--- config.mk ---
export PLATFORM = sky130hd
export DESIGN_NAME = irq_nest_ctrl
export DESIGN_NICKNAME = d
export VERILOG_FILES = /design/src/rtl/irq_pkg.sv /design/src/rtl/irq_regs.sv /design/src/rtl/irq_ctl.sv /design/src/rtl/irq_nest_ctrl.sv
export SDC_FILE = /design/constraint.sdc
export NUM_CORES = 1
export LEC_CHECK = 0
export BUFFER_PORTS_ARGS = -buffer_cell sky130_fd_sc_hd__buf_2
export CAP_MARGIN = 40
export CORE_MARGIN = 3
export CORE_UTILIZATION = 44
export CTS_CLUSTER_DIAMETER = 200
export DETAILED_ROUTE_END_ITERATION = 10
export PLACE_DENSITY = 0.75
export SKIP_LAST_GASP = 1
export SLEW_MARGIN = 40
export SYNTH_ARGS = -nofsm -noshare
export SYNTH_HDL_FRONTEND = slang
export SYNTH_HIERARCHICAL = 1
export SYNTH_SLANG_ARGS = --single-unit
--- constraint.sdc ---
create_clock -name clk -period 2.68 [get_ports clk]
set_input_delay 0.134 -clock clk [delete_from_list [all_inputs] [get_ports clk]]
set_output_delay 0.134 -clock clk [all_outputs]
set_load 0.03 [all_outputs]
--- src/rtl/irq_pkg.sv ---
package irq_pkg;
  localparam int NumSrc  = 6;
  localparam int IdxW    = $clog2(NumSrc);
  localparam int DataW   = 8;
  localparam int NumExt  = 2;
  localparam int NumPri  = 5;

  localparam logic [1:0] SelPri = 2'd0;
  localparam logic [1:0] SelCtl = 2'd1;
  localparam logic [1:0] SelEn  = 2'd2;

  // Strobes from the control to the datapath
  typedef struct packed {
    logic [NumSrc-1:0] clrFlag;   // one-hot: clear the acknowledged flag
    logic              ackFire;
  } strobe_t;
endpackage

--- src/rtl/irq_regs.sv ---
module irq_regs
  import irq_pkg::*;
(
  input  logic              clk,
  input  logic              rstN,
  input  logic              regWrEn,
  input  logic [1:0]        regSel,
  input  logic [DataW-1:0]  regWrData,
  input  logic [NumExt-1:0] extN,
  input  logic [NumExt-1:0] tmrOvf,
  input  logic              serFlag,
  input  logic              tmr2Flag,
  input  strobe_t           stb,
  output logic [DataW-1:0]  priReg,
  output logic [DataW-1:0]  ctlReg,
  output logic [DataW-1:0]  enReg,
  output logic [NumSrc-1:0] pendVec,
  output logic [NumSrc-1:0] hiMask
);
  logic [NumExt-1:0] extQ, extPrev, extFlag, extType;
  logic [NumExt-1:0] tmrFlag, tmrRun;
  logic [NumPri-1:0] priBits;
  logic              glbEn;
  logic [NumSrc-1:0] srcEn;
  logic [NumSrc-1:0] srcRaw;
  logic              wrPri, wrCtl, wrEn;

  assign wrPri = regWrEn && (regSel == SelPri);
  assign wrCtl = regWrEn && (regSel == SelCtl);
  assign wrEn  = regWrEn && (regSel == SelEn);

  // Pin sampling pipeline, idle level is high
  always_ff @(posedge clk) begin
    if (!rstN) begin
      extQ    <= '1;
      extPrev <= '1;
    end else begin
      extQ    <= extN;
      extPrev <= extQ;
    end
  end

  // External pin g is source 2g, timer g is source 2g+1
  for (genvar g = 0; g < NumExt; g++) begin : gPair
    logic fallSeen;
    assign fallSeen = extPrev[g] & ~extQ[g];

    always_ff @(posedge clk) begin
      if (!rstN) begin
        extFlag[g] <= 1'b0;
        extType[g] <= 1'b0;
        tmrFlag[g] <= 1'b0;
        tmrRun[g]  <= 1'b0;
      end else begin
        if (extType[g] && fallSeen)   extFlag[g] <= 1'b1;
        else if (wrCtl)               extFlag[g] <= regWrData[1+2*g];
        else if (stb.clrFlag[2*g])    extFlag[g] <= 1'b0;

        if (tmrOvf[g])                tmrFlag[g] <= 1'b1;
        else if (wrCtl)               tmrFlag[g] <= regWrData[5+2*g];
        else if (stb.clrFlag[2*g+1])  tmrFlag[g] <= 1'b0;

        if (wrCtl) begin
          extType[g] <= regWrData[2*g];
          tmrRun[g]  <= regWrData[4+2*g];
        end
      end
    end

    assign srcRaw[2*g]   = extType[g] ? extFlag[g] : ~extQ[g];
    assign srcRaw[2*g+1] = tmrFlag[g];

    // a sampled falling edge in edge mode sets the flag next clock
    a_r7_edge_sets: assert property (@(posedge clk) disable iff (!rstN)
      (extType[g] && extPrev[g] && !extQ[g]) |=> extFlag[g]);
    // an acknowledge clears the timer flag unless a new overflow lands
    a_r9_tmr_clear: assert property (@(posedge clk) disable iff (!rstN)
      (stb.clrFlag[2*g+1] && !tmrOvf[g] && !wrCtl) |=> !tmrFlag[g]);
    // an overflow pulse always leaves the flag set
    a_r13_ovf_sets: assert property (@(posedge clk) disable iff (!rstN)
      tmrOvf[g] |=> tmrFlag[g]);
  end

  assign srcRaw[4] = serFlag;
  assign srcRaw[5] = tmr2Flag;

  always_ff @(posedge clk) begin
    if (!rstN) begin
      priBits <= '0;
      glbEn   <= 1'b0;
      srcEn   <= '0;
    end else begin
      if (wrPri) priBits <= regWrData[NumPri-1:0];
      if (wrEn) begin
        glbEn <= regWrData[DataW-1];
        srcEn <= regWrData[NumSrc-1:0];
      end
    end
  end

  assign pendVec = srcRaw & srcEn & {NumSrc{glbEn}};
  assign hiMask  = {{(NumSrc-NumPri){1'b0}}, priBits};

  assign priReg = {{(DataW-NumPri){1'b0}}, priBits};
  assign ctlReg = {tmrFlag[1], tmrRun[1], tmrFlag[0], tmrRun[0],
                   extFlag[1], extType[1], extFlag[0], extType[0]};
  assign enReg  = {glbEn, {(DataW-1-NumSrc){1'b0}}, srcEn};
endmodule

--- src/rtl/irq_ctl.sv ---
module irq_ctl
  import irq_pkg::*;
(
  input  logic              clk,
  input  logic              rstN,
  input  logic [NumSrc-1:0] pendVec,
  input  logic [NumSrc-1:0] hiMask,
  input  logic              vecAck,
  input  logic              reti,
  output logic              vecReq,
  output logic [IdxW-1:0]   vecIdx,
  output strobe_t           stb
);
  logic [1:0]        inSvc;      // bit0 low level, bit1 high level
  logic [NumSrc-1:0] hiPend;
  logic [IdxW-1:0]   hiWin, loWin, winIdx;
  logic              hiAny, anyPend;
  logic [1:0]        curLevel, winLevel;
  logic [1:0]        retiMask, ackMask;

  assign hiPend  = pendVec & hiMask;
  assign anyPend = |pendVec;

  // Fixed polling order: lowest index first
  always_comb begin
    hiWin = '0;
    loWin = '0;
    hiAny = 1'b0;
    for (int i = NumSrc - 1; i >= 0; i--) begin
      if (hiPend[i]) begin
        hiWin = IdxW'(i);
        hiAny = 1'b1;
      end
      if (pendVec[i]) loWin = IdxW'(i);
    end
  end

  assign winIdx   = hiAny ? hiWin : loWin;
  assign winLevel = hiAny ? 2'd2 : 2'd1;
  assign curLevel = inSvc[1] ? 2'd2 : (inSvc[0] ? 2'd1 : 2'd0);
  assign vecReq   = anyPend && (winLevel > curLevel);
  assign vecIdx   = winIdx;

  always_comb begin
    stb.ackFire = vecReq && vecAck;
    stb.clrFlag = '0;
    if (stb.ackFire) stb.clrFlag[winIdx] = 1'b1;
  end

  assign retiMask = !reti ? 2'b00 : (inSvc[1] ? 2'b10 : 2'b01);
  assign ackMask  = !stb.ackFire ? 2'b00 : (hiAny ? 2'b10 : 2'b01);

  always_ff @(posedge clk) begin
    if (!rstN) inSvc <= '0;
    else       inSvc <= (inSvc & ~retiMask) | ackMask;
  end

  // nothing may be requested while the high level is in service
  a_r6_no_preempt_high: assert property (@(posedge clk) disable iff (!rstN)
    vecReq |-> !inSvc[1]);
  // a low service never starts underneath a running high service
  a_r6_low_not_nested: assert property (@(posedge clk) disable iff (!rstN)
    $rose(inSvc[0]) |-> !$past(inSvc[1]));
  // a return with high in service leaves the low level untouched
  a_r11_release_inner: assert property (@(posedge clk) disable iff (!rstN)
    (reti && inSvc[1] && !stb.ackFire) |=> (!inSvc[1] && inSvc[0] == $past(inSvc[0])));
  // at most one flag is cleared per acknowledge
  a_r9_one_clear: assert property (@(posedge clk) disable iff (!rstN)
    $onehot0(stb.clrFlag));
endmodule

--- src/rtl/irq_nest_ctrl.sv ---
module irq_nest_ctrl
  import irq_pkg::*;
(
  input  logic       clk,
  input  logic       rstN,
  input  logic       regWrEn,
  input  logic [1:0] regSel,
  input  logic [7:0] regWrData,
  input  logic       ext0N,
  input  logic       ext1N,
  input  logic       tmr0Ovf,
  input  logic       tmr1Ovf,
  input  logic       serFlag,
  input  logic       tmr2Flag,
  input  logic       vecAck,
  input  logic       reti,
  output logic [7:0] priReg,
  output logic [7:0] ctlReg,
  output logic [7:0] enReg,
  output logic       vecReq,
  output logic [2:0] vecIdx
);
  strobe_t           stb;
  logic [NumSrc-1:0] pendVec, hiMask;

  irq_regs u_regs (
    .clk       (clk),
    .rstN      (rstN),
    .regWrEn   (regWrEn),
    .regSel    (regSel),
    .regWrData (regWrData),
    .extN      ({ext1N, ext0N}),
    .tmrOvf    ({tmr1Ovf, tmr0Ovf}),
    .serFlag   (serFlag),
    .tmr2Flag  (tmr2Flag),
    .stb       (stb),
    .priReg    (priReg),
    .ctlReg    (ctlReg),
    .enReg     (enReg),
    .pendVec   (pendVec),
    .hiMask    (hiMask)
  );

  irq_ctl u_ctl (
    .clk     (clk),
    .rstN    (rstN),
    .pendVec (pendVec),
    .hiMask  (hiMask),
    .vecAck  (vecAck),
    .reti    (reti),
    .vecReq  (vecReq),
    .vecIdx  (vecIdx),
    .stb     (stb)
  );

  // the presented vector names a source that is really pending
  a_r4_win_pending: assert property (@(posedge clk) disable iff (!rstN)
    vecReq |-> pendVec[vecIdx]);
  // requests require the global enable
  a_r3_global_gate: assert property (@(posedge clk) disable iff (!rstN)
    vecReq |-> enReg[7]);
  // the index stays inside the source range
  a_r12_idx_range: assert property (@(posedge clk) disable iff (!rstN)
    vecReq |-> (vecIdx < 3'(NumSrc)));
endmodule

# == After elaboration in Yosys (flattened, before gate mapping) ==
# Cells that the tools add are included.
# word_totals
regBits,26
word_cells,85
output_inout_bits,28
inputBits,21
# classes
order_cmp,3
n_reduce_logical,14
bitwise,10
muxes,42
eq_ne,2
# ops
cell,count
3-bit 2-to-1 mux,13
1-bit 2-to-1 mux,22
6-bit bitwise AND,2
3-bit nonzero test,4
2-bit 2-to-1 mux,5
1-bit logical AND,8
6-bit by 5-bit bitwise AND with 6-bit output,1
6-bit OR reduction,1
3-bit by 4-bit < comparator with 1-bit output (second input constant),1
4-bit 2-to-1 mux,1
1-bit demux with 3-bit select,1
3-bit by 1-bit >= comparator with 1-bit output (second input constant),1
1-bit bitwise AND,2
2-bit bitwise AND,1
2-bit by 1-bit == test with 1-bit output (second input constant),1
2-bit == test (second input constant),1
2-bit greater-than comparator,1
2-bit zero test,1
1-bit NOT,2
2-bit NOT,1
2-bit OR,1

# == Logic depth before layout (Yosys ltp) ==
# Gate-level depths: netlist of the first run.
# logic_depth
ltp_word,20
depth_mapped,15
ltp_nobuf,14

# == Cells and area by module ==
# The synthesis of the first run kept the hierarchy.
# modules_own_cells
module,instances,seq_area_each_um2,cells_each,area_each_um2
irq_regs,1,480.5,109,1011.0
irq_ctl,1,40.0,51,361.6

# == Least setup slack after synthesis of the first run ==
# No wires, ideal clock.
# synth_path
kind,reg-to-reg
startpoint,"reg u_regs.extType[1], in the netlist u_regs/ctlReg[2]"
endpoint,"reg u_regs.tmrFlag[0], in the netlist u_regs/ctlReg[5]"
path_buffers,1
setup_time_ps,132
arrival_time_ps,3327
stages_incl_launch_ff,15
slack_ps,-780
period_less_slack_ps,3460
required_time_ps,2548
cell_sequence,dfxtp_1 > o21ai_0 > and3_1 > a22o_1 > nor3b_2 > inv_1 > ha_1 > and2_1 > a221oi_2 > and2_1 > buf_6 > or3b_1 > nor2b_2 > nand3b_1 > a21oi_1
# synth_lines
item,line,source
"start, declared",irq_regs.sv:20,"logic [NumExt-1:0] extQ, extPrev, extFlag, extType;"
"start signal, assigned by index",irq_regs.sv:64,extType[g] <= regWrData[2*g];
"end signal, assigned by index",irq_regs.sv:60,else if (wrCtl) tmrFlag[g] <= regWrData[5+2*g];
"end, declared",irq_regs.sv:21,"logic [NumExt-1:0] tmrFlag, tmrRun;"

==> results of run 1 <==
through the flow:
stage | hold slack (ps) | cells | cell area [µm²] | power, µW
6_report | 34.0 | 246 | 1870 | 800
5_1_grt | 19.4 | 246 | 1870 | 839
4_1_cts | 25.3 | 245 | 1820 | 807
3_5_place_dp | 319 | 237 | 1730 | 530
3_3_place_gp | 315 | 237 | 1730 | 526
2_1_floorplan | 203 | 161 | 1460 | 493
what timing repair did:
item	in CTS	in global routing
cloned	0	0
hold endpoints to repair	2	0
setup endpoints to repair	2	6
resized for setup	1	10
hold buffers	2	0
buffers inserted	2	1
pin swaps	10	2
report_power, final:
| part | internal, µW | switching (µW) | leakage, µW |
|---|---|---|---|
| combinational | 43.4 | 73.9 | 0.000687 |
| sequential | 399 | 11.6 | 0.000216 |
| clock | 151 | 121 | 0.0000279 |
area by class of cell:
cell class	instances	area share, %
clock buffers	3	1.21
clock inverters	1	1.61
inverters	8	1.61
multi-input cells	111	43.7
flip-flops and latches	26	28.7
well taps	31	2.08
repair buffers	66	21.0
sequential cells by signal, summed over array words and instances, names as in the netlist:
signal,count
u_regs/ctlReg,8
u_regs/srcEn,6
u_regs/priBits,5
u_ctl/inSvc,2
u_regs/extPrev,2
u_regs/extQ,2
u_regs/glbEn,1
path summary, 6_finish.rpt:
kind                            slack [ps]              from  cells after the start               end
worst max-delay path                  -130  u_regs/ctlReg[2]                     14  u_regs/ctlReg[5]
worst min-delay path                    30      regWrData[6]                      3  u_regs/ctlReg[6]
worst max register to register        -130  u_regs/ctlReg[2]                     14  u_regs/ctlReg[5]
worst min register to register         460  u_regs/ctlReg[6]                      2  u_regs/ctlReg[6]
critical path, cell delays in order (launching register included):
cell and delay, ps:
dfxtp_4 380, nand2_1 80, o21ai_2 70, and3_4 150, a22o_4 250, nor3b_4 200, inv_2 100, ha_4 290
nand2b_4 60, a221oi_4 230, and2_4 180, or3b_4 380, nor2b_2 100, nand3b_1 120, a21oi_1 80
metal layers:
layer | part of all wire, % | wire length (µm) | vias to the layer above | GRT usage [%]
met4 | 0.51 | 19 | 0 | 8.18
met5 | 0 | 0 | - | 0
met2 | 51 | 1890 | 40 | 34.1
met3 | 4.7 | 174 | 2 | 3.14
met1 | 44 | 1620 | 627 | 27.6
li1 | - | - | 641 | -
==> summary.md, run 1 <==
| Metric | Value |
|---|---|
| Outcome | `finished with violations` |
| Failing checks | `negative setup slack` |
| Max Fclk | `356 MHz` |
| Crit path time final | `about 2800 ps` |
| H-tree levels | `1` |
| CP required | `roughly 2900 ps` |
| Initial antenna violation count | `0` |
| Vias per cell | `5.33` |
| Setup ws final | `-127 ps` |
| Routed WL per cell | `between 15 and 20 µm` |
| Filler Cells Inserted | `238` |
| GRT Util Overall | `20.9%` |
| Remaining DRCs | `0` |
| Chip Width | `61.6 µm` |
| Clk buf depth | `2` |
| Max-Cap Viols | `0` |
| Critical path class | `reg -> reg` |
| Total CTS buffers | `3` |
| Max Slew Vio Count | `0` |
| Layout cell share with drive strength beyond 1 | `a little over two fifths` |
| RSZ-0062 raised after global routing | `yes` |
| Most common cell after layout, fill and taps aside | `buf_2` |
| Sequential cell area | `~540 µm²` |
| Clock sinks | `26` |
| Vias | `1310` |
| First-pass GRT wire length | `5.78 mm` |
| Mapped Cells | `between 150 and 200` |
| # diodes | `0` |
| CTS tree | `yes` |
| Largest net degree at the start of global routing | `21` |
| Full die area | `3790 µm²` |
| Drt pass-1 iters | `4` |
| Die Y | `approximately 62 µm` |
| Fin crit share | `105%` |
| GPL Wtd Cong | `a little under 1` |
| Port Buffers | `44` |
| HP Class | `in -> reg` |
| Congestion Overflow GR | `0` |
| Root buffer cell | `clkbuf_4` |
| Post-Syn Area | `1360 µm²` |
| Worst slew margin | `55.6%` |
| Core area | `2850 µm²` |
| Worst Max-Slew Pin Slew | `about 670 ps` |
| Commonest non-fill, non-tap cells in the layout | `buf_2 (43), buf_4 (21), dfxtp_1 (21)` |
| Multi-input gate area | `817 µm²` |
| Power per cell area | `between 400 and 500 nW/µm²` |
| Io pins | `about 50` |
| Initial Util | `~48%` |
| Max IR drop VDD | `410 µV` |
| Clock Skews | `4.66 ps` |
| Clk slew on worst S/H paths | `150 ps` |
| Critical path capture point type | `register` |
| Clock Latency Late Sink | `320 ps` |
| Layout area overhead | `37.5%` |
| DP Wirelength | `2.86 mm` |
| Vias in the first global route | `between 1000 and 1500` |
| NumNets Final | `239` |
| Final Util | `65.5%` |
| Synthesis Warnings | `6` |
| Antenna Nets Post-Route | `0` |
| Crit Path Max Fanout | `3` |
| Routed WL | `3.70 mm` |
| Worst setup SP type | `register` |
| TNS Setup | `-234 ps` |
| Setup WS pre-CTS | `-153 ps` |
| Pleak | `0.000931 µW` |
| Post-Syn Area per Cell | `8.65 µm²` |
| Final Hold Vio Count | `0` |
| Detailed Route Iter0 Violations | `approximately 130` |
| Data arrival time of the critical path | `around 3000 ps` |
| Cell Rows | `19` |
| Endpoints failing setup | `2` |
(Power assumes the default switching activity.)
==> inputs of run 2 (changes only) <==
- ABC_AREA: not set -> 1
- CORE_UTILIZATION: 44 -> 45
- PLACE_DENSITY: 0.75 -> 0.74
==> summary.md, run 2 <==
| Metric | Value |
|---|---|
| GRT Util Overall | `18.2% (-2.7 points)` |
| Synthesis Warnings | `6 (unchanged)` |
| TNS Setup | `0 ps (+234 ps)` |
| RSZ-0062 raised after global routing | `no` |
| Critical path class | `reg -> out` |
| Commonest non-fill, non-tap cells in the layout | `buf_2 (44), nand2_1 (34), nor2_1 (29)` |
| Post-Syn Area per Cell | `7.23 µm² (-16%)` |
| Power per cell area | `440 nW/µm² (+2.6%)` |
| Cell Rows | `21 (+2)` |
| Reg-to-reg critical path endpoint | `u_regs/ctlReg[3]` |
| Critical path capture point type | `output pin` |
| Clk slew on worst S/H paths | `150 ps (about the same)` |
| Endpoints failing setup | `0 (-2)` |
| Port Buffers | `44 (unchanged)` |
| Drt pass-1 iters | `4 (unchanged)` |
| # diodes | `0 (unchanged)` |
| Placed cells | `308 (+30%)` |
| Layout cell share with drive strength beyond 1 | `40.9% (-2.8 points)` |
| Layout area overhead | `18.9%` |
| Core area | `3420 µm² (+20%)` |
| Most common cell after layout, fill and taps aside | `buf_2` |
| Pleak | `0.00101 µW (+9.0%)` |
| Die Y | `66.1 µm (+7.4%)` |
| Hold Path End | `u_regs/ctlReg[6]` |
| Routed WL per cell | `11.9 µm (-21%)` |
| Clock Latency Late Sink | `330 ps (about the same)` |
| Routed WL | `3.74 mm (+1.0%)` |
| GPL Wtd Cong | `0.882 (-8.4%)` |
| Max reg flops | `8 (unchanged)` |
| Fin crit share | `92.7% (-12 points)` |
| Worst path cell trace | `inv_1 -> nor3_1 -> nand2_2 -> nand2_2 -> inv_2 -> nand2_4 -> nor2_8 -> inv_2 -> ha_1 -> nand2_1 -> inv_1 -> nor2_1 -> nand2_2 -> inv_1 -> buf_2` |
| Largest net degree at the start of global routing | `21 (unchanged)` |
| Max-Cap Viols | `0 (unchanged)` |
| Vias per cell | `4.69 (-12%)` |
| R2R setup slack | `240 ps (+370 ps)` |
| Root buffer cell | `clkbuf_4` |
| Total CTS buffers | `3 (unchanged)` |
| Initial Util | `47.7% (about the same)` |
| Mapped Cells | `225 (+43%)` |
| Max Fclk | `402 MHz (+13%)` |
| Crit path time final | `2490 ps (-321 ps)` |
| Final Util | `56.7% (-8.8 points)` |
| Hold Path Origin | `regWrData[6]` |
| Remaining DRCs | `0 (unchanged)` |
| Comb pwr share | `18.0% (+3.3 points)` |
| Outcome | `finished, final reports clean` |
| Max Slew Vio Count | `0 (unchanged)` |
| Final Instance Area | `1940 µm² (+3.6%)` |
| First-pass GRT wire length | `6.18 mm (+6.8%)` |
| Multi-input gate area | `871 µm² (+6.6%)` |
| CP max stage delay | `370 ps (about the same)` |
| Vias | `1478 (+13%)` |
| Crit Path Max Fanout | `4 (+1)` |
| Internal Pwr Total | `604 µW (+1.7%)` |
| NumNets Final | `293 (+23%)` |
| HP Class | `in -> reg` |
| Vias in the first global route | `1371 (+9.2%)` |
| DP Area | `1840 µm² (+5.9%)` |
| Critical path's slowest cell | `dfxtp_1` |
| Post-Layout Cell Count | `315 (+28%)` |
| Net load switching power | `248 µW (+20%)` |
| Io pins | `49 (unchanged)` |
| Max IR drop VDD | `289 µV (-29%)` |
| R2R depth | `21 (+7)` |
| Seq pwr share | `49.1% (-2.2 points)` |
| Sequential cell area | `523 µm² (-2.6%)` |
| Data arrival time of the critical path | `2350 ps (-650 ps)` |
| Clk buf depth | `2 (unchanged)` |
| Antenna Nets Post-Route | `0 (unchanged)` |
| Worst r2r src | `u_regs/ctlReg[5]` |
| CP required | `2550 ps (-330 ps)` |
| Detailed Route Iter0 Violations | `63 (-50%)` |
| Full die area | `4380 µm² (+15%)` |
| Post-Syn Area | `1630 µm² (+20%)` |
| Hold path depth | `3 (unchanged)` |
| Worst setup SP type | `register` |
| CTS tree | `yes` |
| Final Hold Vio Count | `0 (unchanged)` |
| Filler Cells Inserted | `354 (+49%)` |
| Initial antenna violation count | `0 (unchanged)` |
| DP Wirelength | `2.96 mm (+3.4%)` |
| Sw Share | `29.1% (+3.3 points)` |
| Crit path launch | `u_regs/ctlReg[5]` |
| Chip Width | `66.1 µm (+7.4%)` |
| Clock Skews | `4.14 ps (-0.526 ps)` |
| H-tree levels | `1 (unchanged)` |
| Clock power frac | `32.8% (-1.3 points)` |
| Congestion Overflow GR | `0 (unchanged)` |
| Clock sinks | `26 (unchanged)` |
run 2: worst max-delay path, delay by kind of cell, from the launching register on:
| family | cells | cell delay [ps] |
|---|---|---|
| adder cells (fa/ha/maj) | 1 | 240 |
| AND/OR/NAND/NOR | 8 | 940 |
| flip-flops | 1 | 370 |
| buffers and inverters | 6 | 470 |
run 2: cell type report:
| class | count | area share (%) |
|---|---|---|
| Clock buffer | 3 | 1.16 |
| Clock inverter | 1 | 1.55 |
| Inverter | 41 | 8.34 |
| Multi-Input combinational cell | 148 | 45.0 |
| Sequential cell | 26 | 27.0 |
| Tap cell | 46 | 2.97 |
| Timing Repair Buffer | 50 | 14.0 |
run 2: routing by layer:
metal,part of all wire [%],track usage [%],routed length [µm]
met4,1.3,5.08,47
met5,0,0,0
met1,44,23.2,1650
met3,6.6,3.91,248
met2,48,30.7,1790
run 2: timing repair:
item                                   4_1_cts  5_1_grt
gates cloned                                 0        0
hold buffers                                 2        0
setup endpoints to repair                    1        5
resized for setup                            1        6
endpoints found under the hold margin        2        0
buffers inserted                             0        1
pin swaps                                    0        3
run 2: worst max-delay path by stage:
stage / end / slack (ps) / cells after the start
2_1_floorplan: u_regs/ctlReg[1] / 160 / 21
3_3_place_gp: u_regs/ctlReg[3] / 160 / 21
3_5_place_dp: u_regs/ctlReg[1] / 60 / 21
4_1_cts: vecReq / 90 / 15
5_1_grt: u_regs/ctlReg[3] / 5 / 22
6_report: vecReq / 190 / 15
run 2: metrics by stage:
step	power [µW]	hold WS [ps]	worst slack, ps
floorplan	539	234	162
global placement	575	316	163
detailed placement	577	317	60.3
CTS	854	45.1	88.3
global route	892	37.7	5.07
finish	851	43.5	195
run 2: power groups by stage:
stage          logic (µW)  clock network [µW]  registers (µW)
3_3_place_gp          150                   0             425
3_5_place_dp          150                   0             426
4_1_cts               153                 283             418
6_report              154                 279             418
5_1_grt               169                 301             421
2_1_floorplan        94.8                   0             445
==> inputs of run 3 (changes only) <==
- ABC_AREA: 1 -> not set
- PLACE_DENSITY: 0.74 -> 0.73
- clock period: 2.68 -> 2.6 ns (I/O delays scaled with it)
==> summary.md, run 3 (synthesis gave the netlist of run 1 again) <==
| Metric | Value |
|---|---|
| Outcome | `finished with violations` |
| Failing checks | `negative setup slack` |
| Clock Skews | `2.89 ps (-1.24 ps)` |
| Drt pass-1 iters | `4 (unchanged)` |
| Clk slew on worst S/H paths | `140 ps (about the same)` |
| Crit Path Max Fanout | `3 (-1)` |
| CTS tree | `yes` |
| HP Class | `in -> reg` |
| Layout cell share with drive strength beyond 1 | `45.8% (+4.9 points)` |
| Post-Layout Cell Count | `256 (-19%)` |
| GPL Wtd Cong | `0.896 (+1.5%)` |
| Max Fclk | `354 MHz` |
| GRT Util Overall | `21.7% (+3.5 points)` |
| DP Wirelength | `2.99 mm (+1.2%)` |
| Max Slew Vio Count | `0 (unchanged)` |
| Power per cell area | `427 nW/µm² (-3.0%)` |
| Routed WL | `3.79 mm (+1.2%)` |
| Final Util | `69.4% (+13 points)` |
| Setup ws final | `-225 ps (-419 ps)` |
| CP required | `2790 ps (+240 ps)` |
| Clk buf depth | `2 (unchanged)` |
| Cell Rows | `19 (-9.5%)` |
| Critical path class | `reg -> reg` |
| Detailed Route Iter0 Violations | `85 (+35%)` |
| Layout area overhead | `43.3%` |
| Remaining DRCs | `0 (unchanged)` |
| Port Buffers | `44 (unchanged)` |
| Chip Width | `61.0 µm (-7.9%)` |
| Antenna Nets Post-Route | `0 (unchanged)` |
| NumNets Final | `249 (-15%)` |
| Max IR drop VDD | `230 µV (-20%)` |
| Root buffer cell | `clkbuf_4` |
| Final Hold Vio Count | `0 (unchanged)` |
| Routed WL per cell | `14.8 µm (+25%)` |
| Congestion Overflow GR | `0 (unchanged)` |
| Met3 usage | `2.55% (-1.4 points)` |
| Crit path time final | `roughly 2800 ps` |
| Vias | `1331 (-9.9%)` |
| Initial Util | `48.4% (+0.78 points)` |
| GR peak layer | `met2` |
| Most common cell after layout, fill and taps aside | `buf_2` |
| Clock sinks | `26 (unchanged)` |
| RSZ-0062 raised after global routing | `yes` |
| Placed cells | `247 (-20%)` |
| Data arrival time of the critical path | `3020 ps (+670 ps)` |
| Worst setup SP type | `register` |
| Vias in the first global route | `1283 (-6.4%)` |
| Io pins | `49 (unchanged)` |
| Worst slew margin | `between 50% and 60%` |
| # diodes | `0 (unchanged)` |
| Full die area | `3710 µm² (-15%)` |
| Endpoints failing setup | `4 (+4)` |
| Critical path capture point type | `register` |
| Commonest non-fill, non-tap cells in the layout | `buf_2 (43), buf_4 (29), dfxtp_1 (21)` |
| Max reg flops | `8 (unchanged)` |
| Fin crit share | `109%` |
| Pleak | `0.000984 µW (-3.0%)` |
| Grt met1 use | `28.1% (+4.9 points)` |
| H-tree levels | `1 (unchanged)` |
| Max-Cap Viols | `0 (unchanged)` |
| Total CTS buffers | `3 (unchanged)` |
| TNS Setup | `-639 ps (-639 ps)` |
| Clock Latency Late Sink | `320 ps (about the same)` |
| Vias per cell | `5.20 (+11%)` |
| Largest net degree at the start of global routing | `21 (unchanged)` |
| Met2 Use GR | `36.2% (+5.5 points)` |
| First-pass GRT wire length | `5.91 mm (-4.2%)` |
| Die Y | `61.0 µm (-7.9%)` |
| Filler Cells Inserted | `231 (-35%)` |
| Worst Max-Slew Pin Slew | `628 ps` |
| Initial antenna violation count | `0 (unchanged)` |
| Core area | `2810 µm² (-18%)` |
==> run 3: worst max-delay path: stages, from the launching register on <==
cell,delay [ps]
dfxtp_4,370
nand2_1,50
o21ai_1,60
and3_4,190
a22o_4,250
nor3b_4,210
inv_2,100
ha_4,300
nand2b_4,60
a221oi_4,250
and2_4,190
or3b_4,380
nor2_1,110
nand3b_1,110
a21oi_1,70
==> run 3: cell type report <==
class	count	area [µm²]	share of cell area, %
Timing Repair Buffer	76	475	24.4
Multi-Input combinational cell	111	813	41.8
Clock inverter	1	30.0	1.54
Clock buffer	3	22.5	1.16
Sequential cell	26	537	27.6
Inverter	8	30.0	1.54
Tap cell	31	38.8	1.99
==> run 3: repair_timing <==
item,in CTS,in global routing
pin swaps,11,1
setup endpoints to repair,5,6
hold buffers,2,0
resized for setup,6,4
hold endpoints to repair,2,0
buffers inserted,1,2
==> run 3: stage by stage <==
step	instance area [µm²]	setup slack [ps]	power [µW]	hold WS (ps)
after floorplan	1460	-487	508	199
final	1950	-225	830	27.5
after CTS	1910	-202	837	18.6
after global placement	1810	-184	552	314
after global routing	1950	-351	867	22.8
after detailed placement	1810	-254	555	314
==> run 3: per-layer routing <==
metal  up-vias  part of all wire, %
met5         -                    0
li1        660                    -
met4         0                  1.2
met1       624                   44
met3         6                  5.1
met2        41                   50
==> run 3: where the power goes <==
group | total, µW | switching, µW | leakage (µW) | internal (µW)
clock | 278 | 122 | 0.0000279 | 156
combinational | 132 | 78.7 | 0.000740 | 52.9
sequential | 421 | 9.71 | 0.000216 | 411
total | 830 | 211 | 0.000984 | 620
==> run 3: path summary, 6_finish.rpt <==
path         depth (start not counted)  slack [ps]          endpoint        startpoint
max reg2reg                         14        -220  u_regs/ctlReg[1]  u_regs/ctlReg[0]
min                                  3          30  u_regs/ctlReg[6]      regWrData[6]
max                                 14        -220  u_regs/ctlReg[1]  u_regs/ctlReg[0]
min reg2reg                          2         470  u_regs/ctlReg[6]  u_regs/ctlReg[6]
